===== src/rtl/cec_rxq_pkg.sv =====
package cec_rxq_pkg;

  localparam int OPS_MAX = 15;
  localparam int NOPS_W  = 4;

  // word indices (byte offset / 4) of the register window
  localparam int W_STAT = 0;
  localparam int W_CTRL = 1;
  localparam int W_HDR  = 2;
  localparam int W_OPC  = 3;
  localparam int W_OPS  = 4;

  typedef struct packed {
    logic                   err;
    logic [NOPS_W-1:0]      nops;
    logic [7:0]             hdr;
    logic [7:0]             opc;
    logic [OPS_MAX*8-1:0]   ops;
  } rx_frame_t;

endpackage


===== src/rtl/cec_rxq_store.sv =====
module cec_rxq_store
  import cec_rxq_pkg::*;
#(
  parameter  int DEPTH = 4,
  localparam int PTR_W = (DEPTH > 1) ? $clog2(DEPTH) : 1,
  localparam int CNT_W = $clog2(DEPTH + 1)
) (
  input  logic             clk,
  input  logic             rst_n,
  input  logic             push_valid,
  input  rx_frame_t        push_frame,
  input  logic             pop_go,
  input  logic             flush_go,
  output rx_frame_t        head_frame,
  output logic [CNT_W-1:0] count_o,
  output logic             overrun_o
);

  rx_frame_t        slot_q [DEPTH];
  logic [PTR_W-1:0] rd_q, rd_n, wr_q, wr_n;
  logic [CNT_W-1:0] cnt_q, cnt_n, cnt_base;
  logic             ovr_q, ovr_n;
  logic             do_pop, has_room, accept;

  function automatic logic [PTR_W-1:0] step_ptr(input logic [PTR_W-1:0] p);
    return (p == PTR_W'(DEPTH - 1)) ? '0 : p + 1'b1;
  endfunction

  always_comb begin
    do_pop   = pop_go && (cnt_q != '0);
    has_room = (cnt_q != CNT_W'(DEPTH)) || do_pop || flush_go;
    accept   = push_valid && has_room;
    ovr_n    = push_valid && !has_room;

    rd_n = rd_q;
    if (flush_go)    rd_n = wr_q;
    else if (do_pop) rd_n = step_ptr(rd_q);

    wr_n = accept ? step_ptr(wr_q) : wr_q;

    if (flush_go)    cnt_base = '0;
    else if (do_pop) cnt_base = cnt_q - 1'b1;
    else             cnt_base = cnt_q;
    cnt_n = accept ? cnt_base + 1'b1 : cnt_base;
  end

  always_ff @(posedge clk or negedge rst_n) begin
    if (!rst_n) begin
      rd_q  <= '0;
      wr_q  <= '0;
      cnt_q <= '0;
      ovr_q <= 1'b0;
    end else begin
      rd_q  <= rd_n;
      wr_q  <= wr_n;
      cnt_q <= cnt_n;
      ovr_q <= ovr_n;
    end
  end

  // frame storage: data only, no reset, written with an explicit enable
  always_ff @(posedge clk) begin
    if (accept) slot_q[wr_q] <= push_frame;
  end

  assign head_frame = slot_q[rd_q];
  assign count_o    = cnt_q;
  assign overrun_o  = ovr_q;

endmodule


===== src/rtl/cec_rxq_ctrl.sv =====
module cec_rxq_ctrl
  import cec_rxq_pkg::*;
#(
  parameter int AW = 7
) (
  input  logic          clk,
  input  logic          rst_n,
  input  logic          reg_wr,
  input  logic [AW-1:0] reg_addr,
  input  logic [7:0]    reg_wdata,
  output logic [1:0]    ctrl_o,
  output logic          pop_go,
  output logic          flush_go
);

  logic [1:0] ctrl_q, ctrl_n;
  logic       ctrl_sel;

  always_comb begin
    ctrl_sel = reg_wr && (reg_addr == AW'(W_CTRL * 4));
    // a written action lives for exactly one cycle, then clears itself
    ctrl_n   = ctrl_sel ? reg_wdata[1:0] : 2'b00;
  end

  always_ff @(posedge clk or negedge rst_n) begin
    if (!rst_n) ctrl_q <= 2'b00;
    else        ctrl_q <= ctrl_n;
  end

  assign ctrl_o   = ctrl_q;
  assign flush_go = ctrl_q[1];
  assign pop_go   = ctrl_q[0] && !ctrl_q[1];

endmodule


===== src/rtl/cec_rxq_regs.sv =====
module cec_rxq_regs
  import cec_rxq_pkg::*;
#(
  parameter  int AW    = 7,
  parameter  int CNT_W = 3,
  localparam int WW    = AW - 2
) (
  input  logic [AW-1:0]    reg_addr,
  input  rx_frame_t        head_frame,
  input  logic [CNT_W-1:0] count_i,
  input  logic [1:0]       ctrl_i,
  output logic [7:0]       rdata
);

  logic [7:0]    op_b [OPS_MAX];
  logic [WW-1:0] word, idx;
  logic          has_head;

  for (genvar i = 0; i < OPS_MAX; i++) begin : g_opb
    assign op_b[i] = head_frame.ops[8*i +: 8];
  end

  always_comb begin
    word     = reg_addr[AW-1:2];
    idx      = word - WW'(W_OPS);
    has_head = (count_i != '0);
    rdata    = 8'h00;
    if (reg_addr[1:0] == 2'b00) begin
      if (word == WW'(W_CTRL)) begin
        rdata = {6'b0, ctrl_i};
      end else if (has_head) begin
        if (word == WW'(W_STAT))
          rdata = {head_frame.err, 3'(count_i), head_frame.nops};
        else if (word == WW'(W_HDR))
          rdata = head_frame.hdr;
        else if (word == WW'(W_OPC))
          rdata = head_frame.opc;
        else if ((word >= WW'(W_OPS)) && (word < WW'(W_OPS + OPS_MAX)) &&
                 (idx < WW'(head_frame.nops)))
          rdata = op_b[idx[3:0]];
      end
    end
  end

endmodule


===== src/rtl/cec_rx_frame_queue.sv =====
module cec_rx_frame_queue
  import cec_rxq_pkg::*;
#(
  parameter  int DEPTH = 4,
  parameter  int AW    = 7,
  localparam int CNT_W = $clog2(DEPTH + 1)
) (
  input  logic               clk,
  input  logic               rst_n,
  input  logic               push_valid,
  input  logic [7:0]         push_hdr,
  input  logic [7:0]         push_opc,
  input  logic [NOPS_W-1:0]  push_nops,
  input  logic [OPS_MAX*8-1:0] push_ops,
  input  logic               push_err,
  input  logic [AW-1:0]      reg_addr,
  input  logic               reg_wr,
  input  logic [7:0]         reg_wdata,
  output logic [7:0]         reg_rdata,
  output logic               irq_not_empty,
  output logic               evt_overrun
);

  rx_frame_t        in_frame, head_frame;
  logic [CNT_W-1:0] q_count;
  logic [1:0]       q_ctrl;
  logic             pop_go, flush_go;

  assign in_frame = '{err: push_err, nops: push_nops, hdr: push_hdr,
                      opc: push_opc, ops: push_ops};

  cec_rxq_ctrl #(.AW(AW)) u_ctrl (
    .clk       (clk),
    .rst_n     (rst_n),
    .reg_wr    (reg_wr),
    .reg_addr  (reg_addr),
    .reg_wdata (reg_wdata),
    .ctrl_o    (q_ctrl),
    .pop_go    (pop_go),
    .flush_go  (flush_go)
  );

  cec_rxq_store #(.DEPTH(DEPTH)) u_store (
    .clk        (clk),
    .rst_n      (rst_n),
    .push_valid (push_valid),
    .push_frame (in_frame),
    .pop_go     (pop_go),
    .flush_go   (flush_go),
    .head_frame (head_frame),
    .count_o    (q_count),
    .overrun_o  (evt_overrun)
  );

  cec_rxq_regs #(.AW(AW), .CNT_W(CNT_W)) u_regs (
    .reg_addr   (reg_addr),
    .head_frame (head_frame),
    .count_i    (q_count),
    .ctrl_i     (q_ctrl),
    .rdata      (reg_rdata)
  );

  assign irq_not_empty = (q_count != '0);

endmodule


===== config.mk =====
export PLATFORM = sky130hd
export DESIGN_NAME = cec_rx_frame_queue
export DESIGN_NICKNAME = d
export VERILOG_FILES = /design/src/rtl/cec_rxq_pkg.sv /design/src/rtl/cec_rxq_store.sv /design/src/rtl/cec_rxq_ctrl.sv /design/src/rtl/cec_rxq_regs.sv /design/src/rtl/cec_rx_frame_queue.sv
export SDC_FILE = /design/constraint.sdc
export NUM_CORES = 1
export LEC_CHECK = 0
export BUFFER_PORTS_ARGS = -buffer_cell sky130_fd_sc_hd__buf_2
export CORE_ASPECT_RATIO = 0.6
export CORE_UTILIZATION = 60
export CTS_CLUSTER_DIAMETER = 200
export DETAILED_ROUTE_END_ITERATION = 12
export GPL_ROUTABILITY_DRIVEN = 1
export PLACE_DENSITY = 0.88
export SETUP_SLACK_MARGIN = 0.3
export SYNTH_ARGS = -nofsm -noshare
export SYNTH_HDL_FRONTEND = slang
export SYNTH_SLANG_ARGS = --single-unit

===== constraint.sdc =====
create_clock -name clk -period 5.5 [get_ports clk]
set_clock_uncertainty 0.1 [all_clocks]
set_input_delay 0 -clock clk [delete_from_list [all_inputs] [get_ports clk]]
set_output_delay 0 -clock clk [all_outputs]
set_load 0.1 [all_outputs]

==> insert_results.sql, run 1 <==
INSERT INTO impl_metrics (metric_group, metric, value, unit) VALUES
('synth', 'post_synth.cell_area_avg', '20.8', 'um^2'),
('synth', 'synthArstFlopShare', '0.0174', ''),
('run', 'max-cap-violations', '0', ''),
('synth', 'synth_ff_type', 'edfxtp_1', ''),
('cts', 'tritoncts.num_buffers', '49', ''),
('pwr', 'powerDensity', '419', 'mW/mm^2'),
('cts', 'cts_htree_levels', '2', ''),
('layout', 'areaGrowthSynthToFinish', '18.7', '%'),
('grt', 'grtUsageTotal', '0.280', ''),
('pwr', 'power_total', '11.3', 'mW'),
('sta', 'final.setup.tns', '0', 'ns'),
('status', 'run_status', 'finished, final reports clean', ''),
('synth', 'post-synth-top-count-cell', 'edfxtp_1', ''),
('layout', 'fin_util', '0.733', ''),
('worst_setup_path', 'crit_path_max_incr_delay', '0.73', 'ns'),
('place', 'gp_congestion', '0.872', ''),
('worst_setup_path', 'start_kind', 'flip-flop', ''),
('synth', 'synth.yosys.warnings', '0', ''),
('pwr', 'peakVddDrop', '0.295', 'mV'),
('synth', 'synthesis.instances', '1096', ''),
('place', 'portBuffers', '163', ''),
('floorplan', 'floorplan.die_area', '0.0387', 'mm^2'),
('drt', 'dr.pass1.iters', '6', ''),
('drt', 'post-route-drc-count', '0', ''),
('drt', 'initialDrtViolationCount', '1762', ''),
('cts', 'cts.sink_count', '574', ''),
('drt', 'detail_route.wirelength', '53.6', 'mm'),
('synth', 'yosys_top_cell_area_share', '0.745', ''),
('sta', 'final_max_slew_viol_count', '0', ''),
('drt', 'post_drt_wl_per_cell', '27.2', 'um'),
('floorplan', 'core_area', '0.0368', 'mm^2'),
('worst_setup_path', 'cp_cell_sequence', 'buf_12, mux4_2, inv_1, ha_1, a21o_1, a221oi_1, nand3_1, a311oi_1, o21a_1, buf_2', ''),
('synth', 'synth-edff-count', '564', ''),
('synth', 'synth_seq_cells', '574', ''),
('synth', 'yosys-top-cells-count', 'edfxtp_1, mux4_2, nand2_1, a21oi_1, nor2_1', ''),
('worst_setup_path', 'worst-endpoint-arrival', '4.48', 'ns'),
('floorplan', 'die_width', '253', 'um'),
('sta', 'report.final.setup_viol', '0', ''),
('pwr', 'static-leakage-power', '8.97', 'nW'),
('cts', 'cts_hold_buffers', '147', ''),
('synth', 'syn-cell-area', '0.0227', 'mm^2'),
('hold_path', 'min_delay_worst_type', 'input port to flip-flop', ''),
('floorplan', 'floorplan.io_pins', '170', ''),
('layout', 'finish.net_count', '1597', ''),
('sta', 'timing.slew.headroom', '0.319', ''),
('grt', 'first_pass_grt_wire_length', '78.9', 'mm'),
('cts', 'clock_latency_on_the_worst_skew_pair', '0.57', 'ns'),
('place', 'dpl.hpwl', '32.1', 'mm'),
('drt', 'post_drt_via_cell_ratio', '6.41', ''),
('sta', 'timing.fmax', '218', 'MHz'),
('cts', 'clkTransAtPathRegs', '0.06', 'ns'),
('grt', 'maximum_number_of_pins_on_one_net_before_global_route_repair', '69', ''),
('synth', 'synth_top_cell_by_area', 'edfxtp_1', ''),
('synth', 'post_synth_num_cell_types', '60', ''),
('cts', 'cts.repair.resized', '0', ''),
('floorplan', 'fp.dieH', '153', 'um'),
('drt', 'vias', '12600', ''),
('cts', 'tritoncts', 'yes', ''),
('sta', 'postLayoutSetupSlackWorst', '0.920', 'ns'),
('synth', 'yosys-top-cells-area', 'edfxtp_1, mux4_2, mux4_1', ''),
('sta', 'grt_setup_unrepaired', 'no', ''),
('worst_setup_path', 'cp.required', '5.40', 'ns'),
('worst_setup_path', 'critical_path.max_fanout', '64', ''),
('sta', 'hold_violations', '0', ''),
('grt', 'antenna_found_initial', '6', ''),
('cts', 'clock_tree.root_cell', 'clkbuf_16', ''),
('synth', 'postSynthNetCount', '1269', ''),
('sta', 'min_period_over_period', '0.833', ''),
('synth', 'seq_area_frac_synth', '0.756', ''),
('cts', 'post-cts-setup-buffers', '0', ''),
('worst_setup_path', 'setup.worst_path.class', 'flip-flop to output port', '');
==> placed cells by master (no fill, tap or decap), drive strengths merged, types with 7 or more instances in the layout <==
cell,count
buf,186
edfxtp,564
a211oi,10
mux2,23
nand3,7
o22ai,16
a22oi,7
nand2,49
nor2b,11
dfrtp,10
nor2,28
mux4,124
dlygate4sd3,147
nor3,10
and2,7
a2111oi,8
clkinv,15
nand2b,8
ha,13
a21oi,32
diode,7
mux2i,24
clkbuf,68
o21ai,14
inv,14
==> layout make-up <==
type / instances / area [um^2]
antenna: 7 / 17.5
tap: 504 / 631
sequential: 574 / 17200
clock buffer: 68 / 1360
inverter: 14 / 52.6
multi-input combinational: 452 / 5070
clock inverter: 20 / 180
timing repair buffer: 333 / 2500
fill: 2026 / 9820
==> flip-flops by register name (all words and copies together) (netlist names) <==
signal and flops:
u_store.wr_q 2, u_ctrl.ctrl_o 2, u_store.rd_q 2, u_store.overrun_o 1
u_store.count_o 3, u_store.slot_q 564
==> metal layers <==
metal / part of all wire / global-route usage / wire length (um) / up-vias
met1: 0.38 / 0.392 / 20400 / 6444
met2: 0.49 / 0.448 / 26100 / 806
li1: - / - / - / 5232
met5: 0.00024 / 0 / 13 / -
met3: 0.10 / 0.0642 / 5430 / 149
met4: 0.031 / 0.0814 / 1680 / 2
==> worst min-delay path, cell delays in order <==
cell and delay (ns):
buf_2 0.07, nor2_1 0.06, and3_1 0.24, and3_1 0.28
==> power breakdown <==
part           switching, mW  total [mW]  internal, mW
Sequential             0.232        5.96          5.73
Combinational           1.22        1.97         0.747
Clock                   1.51        3.38          1.87
Total                   2.96        11.3          8.35
==> worst paths after layout <==
path / from / endpoint / slack (ns) / depth (start not counted)
max in group asynchronous: rst_n / u_store.rd_q[1]$_DFFE_PN0P_ / 4.52 / 3
min in group asynchronous: rst_n / u_store.count_o[2]$_DFF_PN0_ / 0.38 / 3
hold / removal: reg_addr[1] / u_ctrl.ctrl_o[1]$_DFF_PN0_ / 0.04 / 4
setup reg to reg: u_store.count_o[0]$_DFF_PN0_ / u_store.slot_q[0][106]$_DFFE_PP_ / 2.03 / 6
hold reg to reg: u_store.wr_q[1]$_DFFE_PN0P_ / u_store.rd_q[1]$_DFFE_PN0P_ / 0.49 / 2
setup / recovery: u_store.rd_q[0]$_DFFE_PN0P_ / reg_rdata[5] / 0.92 / 10
==> logic make-up (layout without fill, tap and decap cells) <==
logic type	after synthesis	in the layout	share of synthesized area
and+or+nand+nor	140	140	0.0302
adders and majority gates	13	13	0.00715
other	0	7	0
xor gates and xnor gates	6	6	0.00231
buffers and inverters	70	435	0.0218
muxes	171	171	0.146
AOI/OAI and AO/OA	122	122	0.0366
DFF	574	574	0.756
==> metrics by stage <==
step                      std cells  hold slack, ns  instance area (um^2)
after floorplan                1096          -0.396                 22700
after global placement         1730          -0.221                 24000
after detailed placement       1730          -0.216                 24000
after CTS                      1965          0.0222                 27000
after global routing           1969          0.0369                 27000
final                          1972          0.0440                 27000
(Power assumes the default switching activity.)
==> run 2: changes to the inputs <==
--- a/config.mk
+++ b/config.mk
@@ -5,13 +5,14 @@
 export SDC_FILE = /design/constraint.sdc
 export NUM_CORES = 1
 export LEC_CHECK = 0
+export ABC_AREA = 1
 export BUFFER_PORTS_ARGS = -buffer_cell sky130_fd_sc_hd__buf_2
 export CORE_ASPECT_RATIO = 0.6
-export CORE_UTILIZATION = 60
+export CORE_UTILIZATION = 54
 export CTS_CLUSTER_DIAMETER = 200
 export DETAILED_ROUTE_END_ITERATION = 12
 export GPL_ROUTABILITY_DRIVEN = 1
-export PLACE_DENSITY = 0.88
+export PLACE_DENSITY = 0.83
 export SETUP_SLACK_MARGIN = 0.3
 export SYNTH_ARGS = -nofsm -noshare
 export SYNTH_HDL_FRONTEND = slang
==> constraint.sdc (replaced) <==
create_clock -name clk -period 3.7 [get_ports clk]
set_clock_uncertainty 0.1 [all_clocks]
set_input_delay 0 -clock clk [delete_from_list [all_inputs] [get_ports clk]]
set_output_delay 0 -clock clk [all_outputs]
set_load 0.1 [all_outputs]
==> run 2 against run 1 <==
- critical path depth grew 4
- combinational power grew 78%
- largest power group unchanged
- highest routed layer unchanged
- clock power grew 51%
- non-clock buffer count grew 45
- first-iteration DRC count grew 40%
- register-to-register slack lost 0.97 ns
- sequential power grew 47%
==> insert_results.sql, run 2 <==
INSERT INTO impl_metrics (metric_group, metric, value, unit) VALUES
('layout', 'number_of_flip_flops_in_the_largest_register', '564', ''),
('worst_setup_path', 'start_kind', 'flip-flop', ''),
('worst_setup_path', 'r2r_start', 'u_store.count_o[0]$_DFF_PN0_', ''),
('drt', 'post_drt_wl_per_cell', '22.7', 'um'),
('synth', 'seq_area_frac_synth', '0.732', ''),
('grt', 'antenna_found_initial', '14', ''),
('pwr', 'static-leakage-power', '10.8', 'nW'),
('sta', 'final_max_slew_viol_count', '0', ''),
('synth', 'synth_ff_type', 'edfxtp_1', ''),
('worst_setup_path', 'crit_path_max_incr_delay', '0.50', 'ns'),
('worst_setup_path', 'worst-endpoint-arrival', '3.31', 'ns'),
('synth', 'post_synth.cell_area_avg', '12.1', 'um^2'),
('worst_setup_path', 'setup.worst_path.class', 'flip-flop to output port', ''),
('layout', 'final_area', '0.0290', 'mm^2'),
('sta', 'final.min_clock_period', '3.41', 'ns'),
('status', 'run_status', 'finished, final reports clean', ''),
('floorplan', 'fp.dieH', '164', 'um'),
('synth', 'synthArstFlopShare', '0.0174', ''),
('drt', 'dr.pass1.iters', '7', ''),
('layout', 'mostFrequentLayoutCells', 'nand2_1, edfxtp_1, nand3_1', ''),
('worst_setup_path', 'critical_path.max_fanout', '10', ''),
('layout', 'areaGrowthSynthToFinish', '23.4', '%'),
('place', 'dpl.cell_count', '2595', ''),
('worst_setup_path', 'rrSetupSlack', '1.06', 'ns'),
('synth', 'postSynthNetCount', '2107', ''),
('place', 'portBuffers', '163', ''),
('layout', 'final_common_cell', 'nand2_1', ''),
('cts', 'clkTransAtPathRegs', '0.07', 'ns'),
('drt', 'vias', '17100', ''),
('cts', 'clock_latency_on_the_worst_skew_pair', '0.58', 'ns'),
('drt', 'post_drt_via_cell_ratio', '5.95', ''),
('synth', 'synthesis.instances', '1934', ''),
('cts', 'clock_tree.root_cell', 'clkbuf_16', ''),
('drt', 'post-route-drc-count', '0', ''),
('worst_setup_path', 'critPathLaunch', 'u_store.rd_q[0]$_DFFE_PN0P_', ''),
('pwr', 'peakVddDrop', '0.408', 'mV'),
('hold_path', 'min_delay_worst_type', 'input port to flip-flop', ''),
('floorplan', 'floorplan.io_pins', '170', ''),
('worst_setup_path', 'crit_path_top_delay_cell', 'dfrtp_4', ''),
('pwr', 'power_total', '17.4', 'mW'),
('floorplan', 'initial_standard_cell_utilization_of_the_core', '0.554', ''),
('sta', 'timing.fmax', '293', 'MHz'),
('pwr', 'powerDensity', '600', 'mW/mm^2'),
('drt', 'postRouteAntennaNets', '0', ''),
('place', 'placement_cell_area', '0.0250', 'mm^2'),
('sta', 'timing_worst_slew_pin_value', '0.837', 'ns'),
('cts', 'clock_tree.buffer_depth', '3', ''),
('floorplan', 'die_width', '271', 'um'),
('cts', 'tritoncts.num_buffers', '49', ''),
('sta', 'hold_violations', '0', ''),
('synth', 'post-synth-top-count-cell', 'nand2_1', ''),
('worst_setup_path', 'cp_cell_sequence', 'buf_8, inv_16, nand2_1, a32o_2, ha_4, a21oi_2, nand2_2, a21oi_4, buf_12, nand3_4, nand2_2, a21oi_1, nor2_2, buf_12', ''),
('grt', 'grtUsageTotal', '0.278', ''),
('sta', 'report.final.setup_viol', '0', ''),
('floorplan', 'fp-row-count', '58', ''),
('sta', 'min_period_over_period', '0.923', ''),
('grt', 'grt_pass1_vias', '16300', ''),
('synth', 'yosys-top-cells-area', 'edfxtp_1, nand2_1, nand3_1', ''),
('cts', 'cts_htree_levels', '2', ''),
('hold_path', 'hold_path_depth', '2', ''),
('worst_setup_path', 'crit_path_end_kind', 'output port', ''),
('synth', 'yosys-top-cells-count', 'nand2_1, edfxtp_1, nand3_1, nor2_1, a21oi_1', ''),
('synth', 'yosys_top_cell_area_share', '0.721', ''),
('layout', 'layoutNonFillerInstCount', '2877', ''),
('drt', 'detail_route.wirelength', '65.3', 'mm'),
('layout', 'post_route_cells_drive_above_1_share', '0.165', ''),
('hold_path', 'min-delay-start', 'push_ops[95]', ''),
('sta', 'timing.slew.headroom', '0.441', ''),
('floorplan', 'floorplan.die_area', '0.0443', 'mm^2'),
('cts', 'tritoncts', 'yes', ''),
('floorplan', 'core_area', '0.0424', 'mm^2'),
('grt', 'grt_remaining_overflow', '0', ''),
('worst_setup_path', 'r2r_cells', '10', ''),
('cts', 'cts.sink_count', '574', ''),
('worst_setup_path', 'cp.required', '3.60', 'ns'),
('place', 'dpl.hpwl', '34.2', 'mm'),
('synth', 'synth.yosys.warnings', '0', ''),
('layout', 'top_register', 'u_store.slot_q', ''),
('run', 'max-cap-violations', '0', ''),
('synth', 'post_synth_num_cell_types', '39', ''),
('layout', 'finish.net_count', '2431', ''),
('sta', 'grt_setup_unrepaired', 'no', ''),
('place', 'gp_congestion', '0.826', ''),
('grt', 'first_pass_grt_wire_length', '92.8', 'mm'),
('grt', 'maximum_number_of_pins_on_one_net_before_global_route_repair', '100', ''),
('synth', 'synth-edff-count', '564', ''),
('drt', 'initialDrtViolationCount', '2466', ''),
('synth', 'synth_top_cell_by_area', 'edfxtp_1', ''),
('synth', 'synth_seq_cells', '574', ''),
('synth', 'syn-cell-area', '0.0235', 'mm^2');
[run 2: cell count changes after synthesis, sizes merged, moves of 11 or more]
cell    delta
mux4     -124
a21oi     +51
nand4     +11
buf       +48
nand3    +194
nand2    +558
o21ai     +70
inv       +27
o211ai    +11
mux2      -23
mux2i     -24
nor2     +117
nor2b     -11
[run 2: area by class of cell]
class	instances	area [um^2]
flip-flops and latches	574	17200
fillers	2773	13400
multi-input cells	1211	5770
repair buffers	378	3480
clock buffers	59	1280
well taps	570	713
clock inverters	32	273
inverters	40	193
repair inverters	4	37.5
diodes	9	22.5
[run 2: worst paths after layout]
kind	to
max	reg_rdata[2]
min	u_store.slot_q[1][95]$_DFFE_PP_
max reg2reg	u_store.slot_q[3][79]$_DFFE_PP_
min reg2reg	u_store.overrun_o$_DFF_PN0_
max in group asynchronous	u_store.rd_q[1]$_DFFE_PN0P_
min in group asynchronous	u_store.rd_q[0]$_DFFE_PN0P_
[run 2: worst max-delay path: cells and delay by family, from the launching register on]
family          cells  cell delay, ns
simple gates        5            0.58
fa+ha+maj           1            0.24
compound gates      4            0.73
buf+inv             4            0.66
flops               1            0.50
[run 2: through the flow]
stage	TNS (ns)	setup WS (ns)	hold WS, ns	utilization
floorplan	-84.83	-0.165	-0.396	-
global placement	0	0.603	-0.221	0.590
detailed placement	0	0.593	-0.213	0.590
CTS	0	0.300	0.0447	0.671
global route	0	0.221	0.0634	0.683
finish	0	0.286	0.0647	0.684
[run 2: metal layers]
layer / share of wire / track usage / vias to the layer above / wire length (um)
li1: - / - / 7505 / -
met1: 0.37 / 0.369 / 8176 / 24100
met2: 0.47 / 0.436 / 1215 / 30500
met3: 0.13 / 0.0850 / 198 / 8630
met4: 0.031 / 0.101 / 10 / 2040
met5: 0.00089 / 0 / - / 58
[run 2: timing repair]
action,CTS,global route
gates resized for setup,18,68
hold endpoints to repair,601,0
endpoints found under the setup margin,8,8
gates cloned,9,9
pin swaps,1,24
hold buffers,148,0
setup buffers,8,8
[run 2: cell families after synthesis]
family / Yosys count / synth area share
DFF: 574 / 0.732
adders and majority gates: 13 / 0.00693
buffers and inverters: 149 / 0.0361
xor gates and xnor gates: 2 / 0.000746
and+or+nand+nor: 969 / 0.168
AOI/OAI and AO/OA: 227 / 0.0567
[run 2: where the power goes]
group	leakage, nW	switching (mW)	internal, mW
combinational	4.75	2.42	1.09
clock	0.761	2.34	2.77
sequential	5.28	0.287	8.47
==> run 3: changes to the inputs <==
--- a/config.mk
+++ b/config.mk
@@ -8,12 +8,13 @@
 export ABC_AREA = 1
 export BUFFER_PORTS_ARGS = -buffer_cell sky130_fd_sc_hd__buf_2
 export CORE_ASPECT_RATIO = 0.6
-export CORE_UTILIZATION = 54
+export CORE_UTILIZATION = 60
 export CTS_CLUSTER_DIAMETER = 200
 export DETAILED_ROUTE_END_ITERATION = 12
 export GPL_ROUTABILITY_DRIVEN = 1
-export PLACE_DENSITY = 0.83
+export PLACE_DENSITY = 0.87
 export SETUP_SLACK_MARGIN = 0.3
+export SKIP_CTS_REPAIR_TIMING = 1
 export SYNTH_ARGS = -nofsm -noshare
 export SYNTH_HDL_FRONTEND = slang
 export SYNTH_SLANG_ARGS = --single-unit
==> constraint.sdc (replaced) <==
create_clock -name clk -period 3.9 [get_ports clk]
set_clock_uncertainty 0.1 [all_clocks]
set_input_delay 0 -clock clk [delete_from_list [all_inputs] [get_ports clk]]
set_output_delay 0 -clock clk [all_outputs]
set_load 0.1 [all_outputs]
==> run 3 against run 2 <==
- power down 6.7%
- first-iteration DRC count down 8.6%
- hold slack better by 0.0047 ns
- wire length down 4.7%
- critical path depth down 1
- flip-flop and latch count unchanged
- global-route usage up 0.61 points
- via count down 0.89%
- critical path type unchanged
==> insert_results.sql, run 3 (synthesis gave the netlist of run 2 again) <==
INSERT INTO impl_metrics (metric_group, metric, value, unit) VALUES
('worst_setup_path', 'crit_path_max_incr_delay', '0.58', 'ns'),
('pwr', 'power_total', '16.2', 'mW'),
('worst_setup_path', 'crit_path_top_delay_cell', 'dfrtp_4', ''),
('sta', 'min_period_over_period', '0.915', ''),
('place', 'dpl.hpwl', '33.8', 'mm'),
('drt', 'detail_route.wirelength', '62.3', 'mm'),
('cts', 'clkTransAtPathRegs', '0.07', 'ns'),
('drt', 'm1WireLength', '22.8', 'mm'),
('status', 'run_status', 'finished, final reports clean', ''),
('worst_setup_path', 'start_kind', 'flip-flop', ''),
('layout', 'finish.net_count', '2404', ''),
('layout', 'post_route_cells_drive_above_1_share', '0.139', ''),
('drt', 'post_drt_wl_per_cell', '22.4', 'um'),
('layout', 'multi_input_area', '0.00558', 'mm^2'),
('drt', 'dr.pass1.iters', '6', ''),
('floorplan', 'fp-row-count', '55', ''),
('sta', 'timing_worst_slew_pin_value', '0.846', 'ns'),
('worst_setup_path', 'cp_cell_sequence', 'buf_4, a21oi_1, a32o_1, ha_1, a21oi_2, nand2_1, a21oi_4, buf_12, nand3_1, nand2_1, a21oi_1, nor2_1, buf_12', ''),
('drt', 'highest-signal-layer', 'met5', ''),
('floorplan', 'core_area', '0.0381', 'mm^2'),
('sta', 'holdWs', '0.0694', 'ns'),
('sta', 'report.final.setup_viol', '0', ''),
('layout', 'ff_latch_area', '0.0172', 'mm^2'),
('drt', 'vias', '17000', ''),
('place', 'portBuffers', '163', ''),
('sta', 'grt_setup_unrepaired', 'no', ''),
('sta', 'hold_violations', '0', ''),
('cts', 'tritoncts', 'yes', ''),
('worst_setup_path', 'setup.worst_path.class', 'flip-flop to output port', ''),
('cts', 'cts_htree_levels', '2', ''),
('grt', 'maximum_number_of_pins_on_one_net_before_global_route_repair', '145', ''),
('cts', 'clock_tree.root_cell', 'clkbuf_16', ''),
('drt', 'length_of_routed_met3_wiring', '8.58', 'mm'),
('sta', 'timing.fmax', '280', 'MHz'),
('sta', 'postLayoutSetupSlackWorst', '0.333', 'ns'),
('pwr', 'static-leakage-power', '10.5', 'nW'),
('worst_setup_path', 'worst-endpoint-arrival', '3.47', 'ns'),
('worst_setup_path', 'cp.required', '3.80', 'ns'),
('grt', 'grt_pass1_vias', '15000', ''),
('drt', 'initialDrtViolationCount', '2255', ''),
('grt', 'antenna_found_initial', '8', ''),
('worst_setup_path', 'critPathLaunch', 'u_store.rd_q[0]$_DFFE_PN0P_', ''),
('grt', 'first_pass_grt_wire_length', '85.7', 'mm'),
('layout', 'final_area', '0.0282', 'mm^2'),
('floorplan', 'fp.dieH', '155', 'um'),
('grt', 'grt_remaining_overflow', '0', ''),
('layout', 'n_fill_cell', '2223', ''),
('layout', 'layoutNonFillerInstCount', '2783', ''),
('pwr', 'powerDensity', '574', 'mW/mm^2'),
('layout', 'final_common_cell', 'nand2_1', ''),
('place', 'dpl.cell_count', '2528', ''),
('sta', 'final.min_clock_period', '3.57', 'ns'),
('place', 'gp_congestion', '0.832', ''),
('hold_path', 'min-delay-start', 'push_opc[3]', ''),
('drt', 'post_drt_via_cell_ratio', '6.09', ''),
('floorplan', 'initial_standard_cell_utilization_of_the_core', '0.616', ''),
('cts', 'cts.sink_count', '574', ''),
('cts', 'clock_latency_on_the_worst_skew_pair', '0.58', 'ns'),
('sta', 'timing.slew.headroom', '0.434', ''),
('hold_path', 'min_delay_worst_type', 'input port to flip-flop', ''),
('layout', 'top_register', 'u_store.slot_q', ''),
('run', 'max-cap-violations', '0', ''),
('grt', 'grtUsageTotal', '0.284', ''),
('worst_setup_path', 'critical_path.max_fanout', '7', ''),
('pwr', 'peakVddDrop', '0.331', 'mV'),
('place', 'place_ws', '0.688', 'ns'),
('layout', 'mostFrequentLayoutCells', 'nand2_1, edfxtp_1, nand3_1', ''),
('sta', 'final_max_slew_viol_count', '0', ''),
('cts', 'tritoncts.num_buffers', '49', ''),
('worst_setup_path', 'r2r_start', 'u_store.count_o[0]$_DFF_PN0_', ''),
('drt', 'postRouteAntennaNets', '0', ''),
('cts', 'clock_tree.buffer_depth', '3', ''),
('drt', 'post-route-drc-count', '0', ''),
('drt', 'met2_wirelength', '28.7', 'mm'),
('floorplan', 'floorplan.die_area', '0.0400', 'mm^2'),
('layout', 'areaGrowthSynthToFinish', '20.3', '%'),
('layout', 'number_of_flip_flops_in_the_largest_register', '564', ''),
('place', 'placement_cell_area', '0.0249', 'mm^2'),
('worst_setup_path', 'crit_path_end_kind', 'output port', ''),
('floorplan', 'die_width', '257', 'um'),
('floorplan', 'floorplan.io_pins', '170', '');
==> run 3: cell count changes in the layout (fill, tap and decap cells not counted), moves of 5 or more <==
cell and delta:
nor2_1 +9, diode_2 -5, buf_16 -5, nand3_2 -6
nand3_1 +9, nor2_2 -7, nand2_2 -9, a21oi_1 +5
buf_4 -10, nand2_1 +9
==> run 3: per-layer routing <==
layer	track usage	up-vias
met2	0.436	1329
met3	0.0748	190
met5	0	-
met4	0.0879	10
met1	0.403	7981
li1	-	7442
==> run 3: power breakdown <==
group	switching (mW)	internal, mW	leakage, nW
Clock	2.16	2.64	0.760
Combinational	2.21	0.885	4.48
Sequential	0.285	8.04	5.28
Total	4.65	11.6	10.5
==> run 3: through the flow <==
stage | util | setup TNS, ns
2_1_floorplan | - | 0
3_3_place_gp | 0.652 | 0
3_5_place_dp | 0.652 | 0
4_1_cts | 0.692 | -0.00405
5_1_grt | 0.741 | 0
6_report | 0.741 | 0
==> run 3: layout make-up <==
cell class              instances  share of cell area
diodes                          4            0.000354
flip-flops and latches        574               0.609
inverters                      40             0.00718
clock inverters                29             0.00855
repair inverters                1            0.000399
repair buffers                354               0.109
clock buffers                  57              0.0460
multi-input cells            1211               0.197
well taps                     513              0.0227
==> run 3: final timing paths <==
path / endpoint / slack (ns) / cells after the start
setup reg to reg: u_store.slot_q[0][26]$_DFFE_PP_ / 0.99 / 10
hold / removal: u_store.slot_q[0][123]$_DFFE_PP_ / 0.07 / 2
min in group asynchronous: u_store.rd_q[0]$_DFFE_PN0P_ / 0.35 / 3
hold reg to reg: u_store.overrun_o$_DFF_PN0_ / 0.54 / 2
max in group asynchronous: u_store.rd_q[1]$_DFFE_PN0P_ / 2.95 / 3
setup / recovery: reg_rdata[3] / 0.33 / 13
==> run 3: worst max-delay path, delay by kind of cell, from the launching register on <==
family / cells / cell delay, ns
adders and majority gates: 1 / 0.27
DFF: 1 / 0.58
and+or+nand+nor: 4 / 0.58
AOI/OAI and AO/OA: 5 / 0.85
buffers and inverters: 3 / 0.57
